==> config.mk <==
export PLATFORM = sky130hd
export DESIGN_NAME = rrc_interp4
export DESIGN_NICKNAME = d
export VERILOG_FILES = /design/src/rtl/rrc_interp4.sv
export SDC_FILE = /design/constraint.sdc
export NUM_CORES = 1
export LEC_CHECK = 0
export BUFFER_PORTS_ARGS = -buffer_cell sky130_fd_sc_hd__buf_2
export CAP_MARGIN = 20
export CORE_MARGIN = 2
export CORE_UTILIZATION = 55
export DETAILED_ROUTE_END_ITERATION = 6
export PLACE_DENSITY = 0.72
export SLEW_MARGIN = 20
export SYNTH_ARGS = -nofsm -noshare
export SYNTH_HDL_FRONTEND = slang
export SYNTH_SLANG_ARGS = --single-unit
export TNS_END_PERCENT = 1
==> constraint.sdc <==
create_clock -name clk -period 13.2 [get_ports clk]
set_clock_uncertainty 0.2 [all_clocks]
set_input_delay 2.64 -clock clk [delete_from_list [all_inputs] [get_ports clk]]
set_output_delay 2.64 -clock clk [all_outputs]
set_load 0.02 [all_outputs]
==> src/rtl/rrc_interp4.sv <==
module rrc_interp4 #(
  parameter int DW = 16,
  parameter int CW = 8,
  parameter int SH = 7,
  parameter int C0 = 36,
  parameter int C1 = 79,
  parameter int C2 = 112,
  parameter int C3 = 128
) (
  input  logic                 clk,
  input  logic                 rst_n,
  input  logic                 ce,
  input  logic signed [DW-1:0] din,
  output logic signed [DW-1:0] dout,
  output logic                 dout_vld
);
  localparam int AW = DW + CW + 2;
  localparam logic signed [AW-1:0] HALF = AW'(2 ** (SH - 1));
  localparam logic signed [AW-1:0] MAXV = AW'(2 ** (DW - 1) - 1);
  localparam logic signed [AW-1:0] MINV = AW'(-(2 ** (DW - 1)));

  logic [1:0]           phase;
  logic signed [DW-1:0] x0, x1;
  logic signed [DW-1:0] s0, s1;
  logic signed [AW-1:0] a, b, pair, acc, rnd, scl;
  logic signed [DW-1:0] ysat;
  logic                 ld;

  function automatic logic signed [AW-1:0] cmul(input logic signed [AW-1:0] v, input int c);
    logic signed [AW-1:0] r;
    r = '0;
    for (int i = 0; i < CW; i++)
      if (c[i]) r = r + (v <<< i);
    return r;
  endfunction

  assign ld   = (phase == 2'd0);
  assign s0   = ld ? din : x0;
  assign s1   = ld ? x0  : x1;
  assign a    = $signed({{(AW-DW){s0[DW-1]}}, s0});
  assign b    = $signed({{(AW-DW){s1[DW-1]}}, s1});
  assign pair = a + b;

  always_comb begin
    case (phase)
      2'd0:    acc = cmul(a, C0) + cmul(b, C2);
      2'd1:    acc = cmul(pair, C1);
      2'd2:    acc = cmul(a, C2) + cmul(b, C0);
      default: acc = cmul(a, C3);
    endcase
  end

  assign rnd  = acc + HALF;
  assign scl  = rnd >>> SH;
  assign ysat = (scl > MAXV) ? MAXV[DW-1:0] :
                (scl < MINV) ? MINV[DW-1:0] : scl[DW-1:0];

  always_ff @(posedge clk or negedge rst_n) begin
    if (!rst_n) begin
      phase    <= '0;
      x0       <= '0;
      x1       <= '0;
      dout     <= '0;
      dout_vld <= 1'b0;
    end else begin
      dout_vld <= ce;
      if (ce) begin
        phase <= 2'(phase + 2'd1);
        dout  <= ysat;
        if (ld) begin
          x0 <= din;
          x1 <= x0;
        end
      end
    end
  end
endmodule

==> impl_metrics.xml <==
<?xml version="1.0" encoding="UTF-8"?>
<metrics>
  <group name="status">
    <metric name="result_of_the_run" unit="">finished clean</metric>
  </group>
  <group name="final_layout">
    <metric name="insertedDiodeCount" unit="">0</metric>
    <metric name="synthToLayoutAreaGrowth" unit="%">5.20</metric>
    <metric name="finish.cell_count_without_fillers" unit="">1859</metric>
    <metric name="nets" unit="">1802</metric>
    <metric name="post_route_cells_drive_above_1_share" unit="">0.0937</metric>
    <metric name="layout.cells.most_common" unit="">sky130_fd_sc_hd__ha_1</metric>
    <metric name="final.fill_count" unit="">2065</metric>
    <metric name="final_design_area_no_fill" unit="um^2">12900</metric>
    <metric name="layout_common_cells" unit="">197 x sky130_fd_sc_hd__ha_1, 159 x sky130_fd_sc_hd__a21oi_1, 118 x sky130_fd_sc_hd__nor2_1</metric>
  </group>
  <group name="yosys">
    <metric name="synthesis.nets" unit="">1786</metric>
    <metric name="post-synth-top-area-cell" unit="">sky130_fd_sc_hd__ha_1</metric>
    <metric name="synth_top_cell_area_share" unit="">0.203</metric>
    <metric name="yosys.cell_types.count" unit="">93</metric>
    <metric name="synth.yosys.seq_area_share" unit="">0.104</metric>
    <metric name="ys_seq_elements" unit="">51</metric>
    <metric name="syn_avg_cell_area" unit="um^2">7.82</metric>
    <metric name="synthesis.instances" unit="">1562</metric>
    <metric name="synth.cell_area" unit="um^2">12200</metric>
    <metric name="ys_warn_count" unit="">0</metric>
    <metric name="synth.top_cells.by_area" unit="">sky130_fd_sc_hd__ha_1 20%, sky130_fd_sc_hd__dfrtp_1 10%, sky130_fd_sc_hd__xnor2_1 8.3%</metric>
    <metric name="asyncSetResetFlopFracSynth" unit="">1.00</metric>
    <metric name="synth_edf_count" unit="">0</metric>
    <metric name="synthFlopType" unit="">sky130_fd_sc_hd__dfrtp_1</metric>
  </group>
  <group name="global_routing">
    <metric name="grt_first_pass_wirelength" unit="um">58000</metric>
    <metric name="grt_pass1_vias" unit="">11300</metric>
    <metric name="grt.overflow.total" unit="">0</metric>
    <metric name="grt_start_max_net_pins" unit="">67</metric>
    <metric name="globalRouteTotalUtil" unit="">0.299</metric>
    <metric name="initial_antenna_violation_count" unit="">0</metric>
  </group>
  <group name="timing">
    <metric name="setup_total_negative_slack" unit="ps">0</metric>
    <metric name="fin_crit" unit="ps">12410</metric>
    <metric name="timing_worst_slew_pin_value" unit="ps">937</metric>
    <metric name="finalSetupViolCount" unit="">0</metric>
    <metric name="timing_max_transition_violations_final" unit="">0</metric>
    <metric name="hold_viol_final" unit="">0</metric>
    <metric name="slew_headroom" unit="">0.375</metric>
    <metric name="hold_slack" unit="ps">309</metric>
    <metric name="finalCritPeriodShare" unit="">0.940</metric>
    <metric name="max_clock_freq" unit="GHz">0.0806</metric>
  </group>
  <group name="route">
    <metric name="first_iter_violations" unit="">907</metric>
    <metric name="average_wire_per_standard_cell" unit="um">19.1</metric>
    <metric name="via_to_cell_ratio" unit="">6.33</metric>
    <metric name="drc" unit="">0</metric>
    <metric name="total_number_of_vias" unit="">11800</metric>
    <metric name="drt_first_pass_iters" unit="">5</metric>
    <metric name="final_antenna_net_count" unit="">0</metric>
    <metric name="wirelength" unit="um">35500</metric>
  </group>
  <group name="worst_hold_path">
    <metric name="min_path_type" unit="">flop to flop</metric>
  </group>
  <group name="setup_path">
    <metric name="rrSetupSlack" unit="ps">1800</metric>
    <metric name="path_max_fanout" unit="">10</metric>
    <metric name="r2r-start" unit="">phase[0]$_DFFE_PN0P_</metric>
    <metric name="cp.arrival" unit="ps">12430</metric>
    <metric name="critPathSlowestCell" unit="">sky130_fd_sc_hd__a2111oi_1</metric>
    <metric name="crit_path_start_kind" unit="">input port</metric>
    <metric name="worstRegToRegCells" unit="">43</metric>
    <metric name="end_kind" unit="">flop</metric>
    <metric name="reg2reg_to" unit="">dout[6]$_DFFE_PN0P_</metric>
    <metric name="setup.worst_path.start" unit="">din[0]</metric>
    <metric name="critPathRequiredTime" unit="ps">13220</metric>
    <metric name="crit_type" unit="">input port to flop</metric>
    <metric name="timing.critical_path.to" unit="">dout[6]$_DFFE_PN0P_</metric>
    <metric name="crit_path_max_incr_delay" unit="ps">700</metric>
  </group>
  <group name="clock_tree">
    <metric name="tritoncts_clock_tree" unit="">done</metric>
    <metric name="clk_pin_slew_worst_paths" unit="ps">70</metric>
    <metric name="post_cts_hold_buffer_count" unit="">0</metric>
    <metric name="ctsHtreeMaxLevel" unit="">2</metric>
    <metric name="clock-sinks" unit="">51</metric>
    <metric name="cts-root-buf" unit="">sky130_fd_sc_hd__clkbuf_16</metric>
    <metric name="clkLatencyLatePin" unit="ps">300</metric>
    <metric name="cts_made_buffers" unit="">5</metric>
    <metric name="clk_path_buf_depth" unit="">2</metric>
  </group>
  <group name="floorplanning">
    <metric name="boundaryPins" unit="">36</metric>
    <metric name="placementRows" unit="">54</metric>
    <metric name="fp.dieArea" unit="um^2">23400</metric>
    <metric name="core_area" unit="um^2">21800</metric>
    <metric name="floorplan.initialDensity" unit="">0.560</metric>
    <metric name="dieHeight" unit="um">153</metric>
    <metric name="dieWidth" unit="um">153</metric>
  </group>
  <group name="placement">
    <metric name="port-buffer-count" unit="">35</metric>
    <metric name="place.detailed.hpwl" unit="um">28200</metric>
    <metric name="placed_cells" unit="">1848</metric>
    <metric name="dpl_cell_area" unit="um^2">12600</metric>
    <metric name="gp_routability_congestion" unit="">0.965</metric>
  </group>
  <group name="run">
    <metric name="cap_violations" unit="">0</metric>
  </group>
</metrics>
-- cell usage after synthesis (all sizes together) (24+ instances only) --
library cell / count
nor2: 118
inv: 87
clkbuf: 27
a21oi: 169
xnor2: 116
mux2: 40
nand3: 30
o21ai: 68
nor3: 47
a21o: 39
nand2: 106
ha: 198
dfrtp: 51
mux2i: 24
o21bai: 36
xor2: 48
a31oi: 25
-- registers in the layout (all words and copies together) (netlist names) --
name,count
dout,16
phase,2
x0,16
dout_vld,1
x1,16
-- layer usage --
metal / up-vias / wire length (um) / global-route usage
met2: 382 / 15800 / 0.487
met5: - / 0 / 0
met1: 5474 / 16300 / 0.415
met3: 73 / 2030 / 0.0303
li1: 5840 / - / -
met4: 0 / 1400 / 0.101
-- cell families after synthesis --
logic type,count (synthesis),synth area share
adders and majority gates,210,0.218
buffers and inverters,130,0.0431
muxes,64,0.0578
xor gates and xnor gates,165,0.119
AOI/OAI and AO/OA,489,0.268
and+or+nand+nor,453,0.189
DFF,51,0.104
-- through the flow --
stage | util | setup slack [ps]
floorplan | - | 1890
CTS | 0.587 | 666
global route | 0.589 | -50.0
detailed placement | 0.579 | 413
finish | 0.589 | 790
global placement | 0.579 | 724
-- cell type report --
cell class                      count  area [um^2]  area share
Clock buffer                        6          139      0.0108
Multi-Input combinational cell   1381        10400       0.811
Clock inverter                      2         35.0     0.00273
Inverter                           89          334      0.0260
Timing Repair Buffer               50          300      0.0234
Sequential cell                    51         1280      0.0993
Tap cell                          280          350      0.0273
-- how the worst min path moves through the flow --
stage                            start  slack, ps  cells after the start                 end
detailed placement   x1[4]$_DFFE_PN0P_        290                      1   x1[4]$_DFFE_PN0P_
global route         x1[4]$_DFFE_PN0P_        320                      1   x1[4]$_DFFE_PN0P_
global placement    x1[13]$_DFFE_PN0P_        280                      1  x1[13]$_DFFE_PN0P_
floorplan           x1[13]$_DFFE_PN0P_        280                      1  x1[13]$_DFFE_PN0P_
CTS                  x1[9]$_DFFE_PN0P_        310                      1   x1[9]$_DFFE_PN0P_
finish              x1[14]$_DFFE_PN0P_        310                      1  x1[14]$_DFFE_PN0P_
-- critical path, delay by kind of cell --
| family | cells | cell delay, ps |
|---|---|---|
| compound gates | 20 | 5090 |
| xor+xnor | 5 | 1110 |
| fa+ha+maj | 6 | 1830 |
| buf+inv | 3 | 480 |
| mux | 2 | 610 |
| simple gates | 6 | 670 |
-- what timing repair did --
item	CTS	global route
gates resized for setup	0	1
buffers inserted	0	3
endpoints found under the setup margin	0	15
Power is not shown: default switching activity piles up to over one toggle a cycle in this logic, so the estimate is an artifact.
